===== config.mk =====
export PLATFORM = sky130hd
export DESIGN_NAME = lpc_io_host
export DESIGN_NICKNAME = d
export VERILOG_FILES = /design/src/rtl/lpc_io_host_pkg.sv /design/src/rtl/lpc_host_req.sv /design/src/rtl/lpc_host_sync.sv /design/src/rtl/lpc_host_count.sv /design/src/rtl/lpc_io_host.sv
export SDC_FILE = /design/constraint.sdc
export NUM_CORES = 1
export LEC_CHECK = 0
export ABC_AREA = 1
export BUFFER_PORTS_ARGS = -buffer_cell sky130_fd_sc_hd__buf_2
export CORE_ASPECT_RATIO = 0.9
export CORE_MARGIN = 2
export CORE_UTILIZATION = 55
export CTS_CLUSTER_DIAMETER = 50
export DETAILED_ROUTE_END_ITERATION = 10
export PLACE_DENSITY_LB_ADDON = 0.3
export SLEW_MARGIN = 20
export SYNTH_ARGS = -nofsm -noshare
export SYNTH_HDL_FRONTEND = slang
export SYNTH_HIERARCHICAL = 1
export SYNTH_SLANG_ARGS = --single-unit

===== constraint.sdc =====
create_clock -name clk -period 2.3 [get_ports clk]
set_input_delay 0.115 -clock clk [delete_from_list [all_inputs] [get_ports clk]]
set_output_delay 0.115 -clock clk [all_outputs]
set_load 0.02 [all_outputs]

===== src/rtl/lpc_io_host_pkg.sv =====
// Shared bus codes and phase encoding for the LPC host I/O engine.
package lpc_io_host_pkg;
    localparam logic [3:0] NIB_STOP  = 4'hF;
    localparam logic [3:0] NIB_START = 4'h0;
    localparam logic [3:0] NIB_IOWR  = 4'h2;
    localparam logic [3:0] NIB_IORD  = 4'h0;
    localparam logic [3:0] NIB_WAIT  = 4'h5;
    localparam logic [3:0] NIB_READY = 4'h0;

    typedef enum logic [3:0] {
        PH_IDLE, PH_PRE, PH_START, PH_START2, PH_CTYPE, PH_ADDR,
        PH_HTAR1, PH_HTAR2, PH_SYNC, PH_DATA, PH_PTAR1, PH_PTAR2, PH_ABORT
    } phase_t;

    typedef enum logic [1:0] {SK_WAIT, SK_READY, SK_BAD} sync_kind_t;
endpackage


===== src/rtl/lpc_host_req.sv =====
// Request capture and nibble selection.
// Assumes: ADDR_W and DATA_W are multiples of 4. Fields are loaded once per cycle;
// the address is served most significant nibble first, data least significant first.
module lpc_host_req #(
    parameter int ADDR_W = 16,
    parameter int DATA_W = 8,
    parameter int IDX_W  = 2
) (
    input  logic              clk,
    input  logic              rst_n,
    input  logic              load,
    input  logic              in_write,
    input  logic              in_extend,
    input  logic [ADDR_W-1:0] in_addr,
    input  logic [DATA_W-1:0] in_wdata,
    input  logic [IDX_W-1:0]  nib_idx,
    output logic              is_write,
    output logic              extend,
    output logic [3:0]        addr_nib,
    output logic [3:0]        data_nib
);
    localparam int ANIB = ADDR_W / 4;
    localparam int DNIB = DATA_W / 4;

    logic [ADDR_W-1:0] addr_q;
    logic [DATA_W-1:0] wdata_q;
    logic [3:0]        anibs [ANIB];
    logic [3:0]        dnibs [DNIB];

    // Latch the request fields at acceptance only.
    always_ff @(posedge clk) begin
        if (!rst_n) begin
            addr_q   <= '0;
            wdata_q  <= '0;
            is_write <= 1'b0;
            extend   <= 1'b0;
        end else if (load) begin
            addr_q   <= in_addr;
            wdata_q  <= in_wdata;
            is_write <= in_write;
            extend   <= in_extend;
        end
    end

    for (genvar g = 0; g < ANIB; g++) begin : g_anib
        assign anibs[g] = addr_q[4*g +: 4];
    end
    for (genvar g = 0; g < DNIB; g++) begin : g_dnib
        assign dnibs[g] = wdata_q[4*g +: 4];
    end

    // Pick the address nibble, top nibble at index 0.
    always_comb begin
        addr_nib = 4'h0;
        for (int i = 0; i < ANIB; i++)
            if (nib_idx == IDX_W'(ANIB - 1 - i)) addr_nib = anibs[i];
    end

    // Pick the data nibble, bottom nibble at index 0.
    always_comb begin
        data_nib = 4'h0;
        for (int i = 0; i < DNIB; i++)
            if (nib_idx == IDX_W'(i)) data_nib = dnibs[i];
    end
endmodule


===== src/rtl/lpc_host_sync.sv =====
// Sync code classifier and wait-window counter.
// Assumes: active is high for exactly the clocks in which the sync nibble is sampled.
module lpc_host_sync
    import lpc_io_host_pkg::*;
#(
    parameter int SYNC_LIMIT = 16
) (
    input  logic       clk,
    input  logic       rst_n,
    input  logic       active,
    input  logic [3:0] code,
    output sync_kind_t kind,
    output logic       expired
);
    localparam int CW = $clog2(SYNC_LIMIT + 1);

    logic [CW-1:0] wait_cnt;

    // Classify the sampled nibble.
    always_comb begin
        if (code == NIB_WAIT)       kind = SK_WAIT;
        else if (code == NIB_READY) kind = SK_READY;
        else                        kind = SK_BAD;
    end

    // Count wait codes seen in the current sync phase.
    always_ff @(posedge clk) begin
        if (!rst_n || !active)   wait_cnt <= '0;
        else if (kind == SK_WAIT) wait_cnt <= wait_cnt + 1'b1;
    end

    assign expired = active && (kind == SK_WAIT) && (wait_cnt == CW'(SYNC_LIMIT - 1));
endmodule


===== src/rtl/lpc_host_count.sv =====
// Run-length counter: last is high on the LIMIT-th consecutive clock of run.
// Assumes: LIMIT >= 1; clearing happens whenever run is low.
module lpc_host_count #(
    parameter int LIMIT = 4
) (
    input  logic clk,
    input  logic rst_n,
    input  logic run,
    output logic last
);
    localparam int CW = $clog2(LIMIT + 1);

    logic [CW-1:0] cnt;

    // Advance while running, restart otherwise.
    always_ff @(posedge clk) begin
        if (!rst_n || !run) cnt <= '0;
        else                cnt <= cnt + 1'b1;
    end

    assign last = run && (cnt == CW'(LIMIT - 1));
endmodule


===== src/rtl/lpc_io_host.sv =====
// LPC host I/O cycle engine: sequences one I/O read or write per request.
// Assumes: lad_in reflects the external bus (pulled up when undriven); outputs
// are decoded from the registered phase, so each phase lasts whole clocks.
module lpc_io_host
    import lpc_io_host_pkg::*;
#(
    parameter int ADDR_W     = 16,
    parameter int DATA_W     = 8,
    parameter int SYNC_LIMIT = 16,
    parameter int ABORT_CLKS = 4
) (
    input  logic              clk,
    input  logic              rst_n,
    input  logic              req_start,
    input  logic              req_write,
    input  logic              req_extend,
    input  logic [ADDR_W-1:0] req_addr,
    input  logic [DATA_W-1:0] req_wdata,
    input  logic              req_abort,
    output logic              busy,
    output logic              done,
    output logic              error,
    output logic [DATA_W-1:0] rd_data,
    output logic              lframe_n,
    output logic [3:0]        lad_out,
    output logic              lad_oe,
    input  logic [3:0]        lad_in
);
    localparam int ANIB  = ADDR_W / 4;
    localparam int DNIB  = DATA_W / 4;
    localparam int NMAX  = (ANIB > DNIB) ? ANIB : DNIB;
    localparam int IDX_W = (NMAX > 1) ? $clog2(NMAX) : 1;

    phase_t            phase, phase_nx;
    logic [IDX_W-1:0]  nib_cnt, nib_cnt_nx;
    logic              abort_pend;
    logic              accept, pre_data;
    logic              is_write, extend;
    logic [3:0]        addr_nib, data_nib;
    sync_kind_t        skind;
    logic              sync_expired, abort_last;

    assign accept   = (phase == PH_IDLE) && req_start;
    assign busy     = (phase != PH_IDLE);
    assign pre_data = phase inside {PH_PRE, PH_START, PH_START2, PH_CTYPE,
                                    PH_ADDR, PH_HTAR1, PH_HTAR2, PH_SYNC};

    lpc_host_req #(.ADDR_W(ADDR_W), .DATA_W(DATA_W), .IDX_W(IDX_W)) u_req (
        .clk(clk), .rst_n(rst_n), .load(accept),
        .in_write(req_write), .in_extend(req_extend),
        .in_addr(req_addr), .in_wdata(req_wdata), .nib_idx(nib_cnt),
        .is_write(is_write), .extend(extend),
        .addr_nib(addr_nib), .data_nib(data_nib)
    );

    lpc_host_sync #(.SYNC_LIMIT(SYNC_LIMIT)) u_sync (
        .clk(clk), .rst_n(rst_n), .active(phase == PH_SYNC),
        .code(lad_in), .kind(skind), .expired(sync_expired)
    );

    lpc_host_count #(.LIMIT(ABORT_CLKS)) u_abort_len (
        .clk(clk), .rst_n(rst_n), .run(phase == PH_ABORT), .last(abort_last)
    );

    // Phase sequencing and nibble index.
    always_comb begin
        phase_nx   = phase;
        nib_cnt_nx = nib_cnt;
        case (phase)
            PH_IDLE:   if (accept) phase_nx = PH_PRE;
            PH_PRE:    phase_nx = PH_START;
            PH_START:  phase_nx = extend ? PH_START2 : PH_CTYPE;
            PH_START2: phase_nx = PH_CTYPE;
            PH_CTYPE: begin
                phase_nx   = PH_ADDR;
                nib_cnt_nx = '0;
            end
            PH_ADDR: begin
                if (nib_cnt == IDX_W'(ANIB - 1)) phase_nx = PH_HTAR1;
                else nib_cnt_nx = nib_cnt + 1'b1;
            end
            PH_HTAR1:  phase_nx = PH_HTAR2;
            PH_HTAR2:  phase_nx = PH_SYNC;
            PH_SYNC: begin
                if (abort_pend || skind == SK_BAD || sync_expired) begin
                    phase_nx = PH_ABORT;
                end else if (skind == SK_READY) begin
                    phase_nx   = PH_DATA;
                    nib_cnt_nx = '0;
                end
            end
            PH_DATA: begin
                if (nib_cnt == IDX_W'(DNIB - 1)) phase_nx = PH_PTAR1;
                else nib_cnt_nx = nib_cnt + 1'b1;
            end
            PH_PTAR1:  phase_nx = PH_PTAR2;
            PH_PTAR2:  phase_nx = PH_IDLE;
            PH_ABORT:  if (abort_last) phase_nx = PH_IDLE;
            default:   phase_nx = PH_IDLE;
        endcase
    end

    // State, abort latch and completion pulses.
    always_ff @(posedge clk) begin
        if (!rst_n) begin
            phase      <= PH_IDLE;
            nib_cnt    <= '0;
            abort_pend <= 1'b0;
            done       <= 1'b0;
            error      <= 1'b0;
        end else begin
            phase      <= phase_nx;
            nib_cnt    <= nib_cnt_nx;
            abort_pend <= pre_data && (abort_pend || req_abort);
            done       <= (phase == PH_PTAR2);
            error      <= (phase == PH_ABORT) && abort_last;
        end
    end

    // Collect read nibbles, low nibble first.
    always_ff @(posedge clk) begin
        if (!rst_n) begin
            rd_data <= '0;
        end else if (phase == PH_DATA && !is_write) begin
            for (int i = 0; i < DNIB; i++)
                if (nib_cnt == IDX_W'(i)) rd_data[4*i +: 4] <= lad_in;
        end
    end

    // Bus drive decode from the current phase.
    always_comb begin
        lframe_n = !(phase inside {PH_START, PH_START2, PH_ABORT});
        lad_oe   = 1'b0;
        lad_out  = NIB_STOP;
        case (phase)
            PH_PRE, PH_HTAR1, PH_ABORT: lad_oe = 1'b1;
            PH_START, PH_START2: begin
                lad_oe  = 1'b1;
                lad_out = NIB_START;
            end
            PH_CTYPE: begin
                lad_oe  = 1'b1;
                lad_out = is_write ? NIB_IOWR : NIB_IORD;
            end
            PH_ADDR: begin
                lad_oe  = 1'b1;
                lad_out = addr_nib;
            end
            PH_DATA: begin
                lad_oe  = is_write;
                lad_out = is_write ? data_nib : NIB_STOP;
            end
            default: ;
        endcase
    end
endmodule


==> impl_metrics.json <==
{
  "vias_per_cell": 5.09,
  "crit_required_ns": 2.18,
  "synth_compound_area_frac": 0.0986,
  "htree_num_levels": 2,
  "hpwlAfterDp_um": 4460,
  "rows": 24,
  "via_count": 2600,
  "period_minus_slack_ns": 1.85,
  "grt-ovfl-total": 0,
  "avgRoutedWirePerCell_um": 11.5,
  "clock.fmax_mhz": 541,
  "yosys-top-cells-area": "dfxtp_1 (37%), nor2_1 (14%), nand2_1 (9.1%)",
  "reg2reg_depth": 13,
  "crit_path_max_incr_delay_ns": 0.63,
  "tightest_slew_ns": 0.629,
  "first_pass_iters": 4,
  "ant_nets": 0,
  "drt-met1-wl_um": 2860,
  "synth-seq-cells": 51,
  "hold_viol": 0,
  "relSlewSlack": 0.581,
  "min_from": "req_addr[3]",
  "p_per_area_nw_per_um2": 912,
  "yosys.area_share.simple": 0.394,
  "synth_edf_count": 0,
  "cts_tree": "yes",
  "clkLatencyLatePin_ns": 0.30,
  "diodes": 0,
  "cts_resized": 0,
  "syn-cell-area_um2": 2730,
  "r2r_slack_ns": 0.50,
  "finalSetupViolations": 0,
  "postCtsSetupBuffers": 0,
  "max_cap_violations": 0,
  "ioPinCount": 51,
  "core-area_um2": 4800,
  "track_usage": 0.227,
  "drc_errors": 0,
  "p_leak_nw": 1.45,
  "cp_common_cell": "nand3_1",
  "drive_above_1_share": 0.206,
  "grt_pass1_wl_um": 10200,
  "syn_inst": 398,
  "finalWorstSetupSlack_ns": 0.452,
  "skew_ns": 0.00394,
  "synth_top_area_cell": "dfxtp_1",
  "antenna_found_initial": 0,
  "wirelength_um": 5880,
  "nets": 488,
  "chipWidth_um": 78.3,
  "die_area_um2": 5540,
  "holdPathEnd": "u_req/addr_q[3]$_SDFFE_PN0P_",
  "setup.worst_path.class": "reg2out",
  "syn-mean-instance-area_um2": 6.86,
  "wl_met2_um": 2520,
  "clockBufferDepth": 2,
  "status": "finished clean",
  "top_layer": "met4",
  "yosysWarnings": 6,
  "dr_wl_met3_um": 455,
  "holdBufCountCts": 0,
  "crit_chain": "inv_2, nand3_1, nand2_1, o21ai_0, nand3_1, buf_2",
  "ys_seq_area_frac": 0.374,
  "cts_root_buffer": "clkbuf_8",
  "yosysUniqueCellTypes": 28,
  "synthArstFlopShare": 0,
  "place_congestion": 0.946,
  "drt_iter0_markers": 204,
  "synth_nets": 439,
  "grt_pass1_vias": 2308,
  "grt_max_degree": 42,
  "start_util": 0.568,
  "reg2reg_to": "phase[0]$_SDFFE_PN0P_",
  "synth_top_family_by_area": "simple AND/OR/NAND/NOR gates",
  "worstHoldPathCells": 3,
  "cp.arrival_ns": 1.73,
  "synthMuxAreaShare": 0,
  "setup_tns_ns": 0,
  "io_buffers": 50,
  "synth.top_cell.area_share": 0.374,
  "rr_startpoint": "u_sync/wait_cnt[0]$_SDFFE_PP0N_",
  "end_kind": "primary output",
  "place_ws_ns": 0.501,
  "crit_path_start_kind": "flop",
  "min_period_over_period": 0.803,
  "synth_xor_area_frac": 0,
  "worstPathMaxFanout": 13,
  "clk_pin_slew_worst_paths_ns": 0.08,
  "vdd_ir_drop_max_mv": 0.481,
  "rsz0062_at_grt": "no",
  "power_w": 0.00277,
  "die_y_um": 70.8,
  "ys.flop_type": "dfxtp_1",
  "hold_class": "in2reg",
  "cts_made_buffers": 5,
  "timing.final.max_slew_violations": 0,
  "area_growth_pct": 11.4,
  "cts_sinks": 51,
  "crit_slowest_cell": "dfxtp_1",
  "yosys.area_share.adder": 0.0321
}
## layout make-up
cell class | count | area (µm²)
Timing Repair Buffer | 52 | 265
Sequential cell | 51 | 1020
Inverter | 42 | 166
Clock buffer | 6 | 72.6
Multi-Input combinational cell | 295 | 1430
Tap cell | 65 | 81.3
Fill cell | 459 | 1770
## routing by layer
metal | GRT usage | up-vias
met5 | 0 | -
met4 | 0.0780 | 0
met3 | 0.0523 | 4
met2 | 0.348 | 93
met1 | 0.318 | 1137
li1 | - | 1366
## worst max-delay path: cells and delay by family, from the launching register on
kind | cells | cell delay [ns]
buffers and inverters | 2 | 0.35
AOI/OAI and AO/OA | 1 | 0.18
DFF | 1 | 0.63
and+or+nand+nor | 3 | 0.28
## report_power, final
group          switching, W  leakage (nW)  internal [W]
Sequential         0.000168         0.417       0.00106
Combinational      0.000716         0.991      0.000352
Clock              0.000271        0.0371      0.000203
## cells in the mapped netlist, types with 2 or more instances
cell type,count
nand2_2,7
a21oi_1,6
nor3_1,3
inv_1,32
nand2_4,3
inv_2,7
nand4_1,6
o21ai_1,19
nand3_1,33
buf_6,8
nand3_2,2
dfxtp_1,51
o21ai_0,24
nand2_1,66
nor2_2,5
ha_1,7
nor2_1,103
nor2_4,6
## flip-flops by register name, summed over array words and instances (netlist names), 2 cells and up
signal	cells
nib_cnt	2
phase	4
rd_data	8
u_abort_len/cnt	3
u_req/addr_q	16
u_req/wdata_q	8
u_sync/wait_cnt	5
## cell usage in the layout (no fill, tap or decap)
cell type and instances:
inv_6 1, nor2_2 5, dfxtp_1 51, inv_2 7, o21ai_0 24, nand3b_1 1
nand4_1 6, nor2_8 1, nand2_4 3, nor2_1 103, o22ai_1 1, o2111ai_1 1
nand3_2 2, nand2_2 7, buf_4 2, inv_1 32, nand3_1 33, clkbuf_8 5
nand2_1 66, clkbuf_1 1, clkinv_2 1, ha_1 7, nor3_1 3, buf_2 50
a21oi_1 6, inv_4 1, a21oi_2 1, o21ai_1 19, nor2_4 6
## stage by stage
step,utilization,instances,cell area [µm²],hold WS (ns)
finish,0.633,511,3040,0.0278
global route,0.633,511,3040,0.0287
CTS,0.633,511,3040,0.0208
detailed placement,0.617,505,2970,0.341
global placement,0.617,505,2970,0.336
floorplan,-,398,2730,0.250
## worst max-delay path by stage
stage	startpoint	endpoint	slack, ns	cells past startpoint
after global placement	u_sync/wait_cnt[0]$_SDFFE_PP0N_	phase[3]$_SDFFE_PN0P_	0.57	13
after floorplan	u_sync/wait_cnt[0]$_SDFFE_PP0N_	nib_cnt[0]$_SDFFE_PN0P_	0.68	14
after CTS	nib_cnt[0]$_SDFFE_PN0P_	lad_out[1]	0.47	7
after global routing	u_sync/wait_cnt[0]$_SDFFE_PP0N_	nib_cnt[1]$_SDFFE_PN0P_	0.22	14
final	nib_cnt[1]$_SDFFE_PN0P_	lad_out[2]	0.45	6
after detailed placement	u_sync/wait_cnt[0]$_SDFFE_PP0N_	phase[3]$_SDFFE_PN0P_	0.50	13
## cells by family (layout without fill, tap and decap cells)
family	after synthesis	after routing
simple gates	236	236
compound gates	52	52
buf+inv	52	100
flops	51	51
fa+ha+maj	7	7
(Power assumes the default switching activity.)
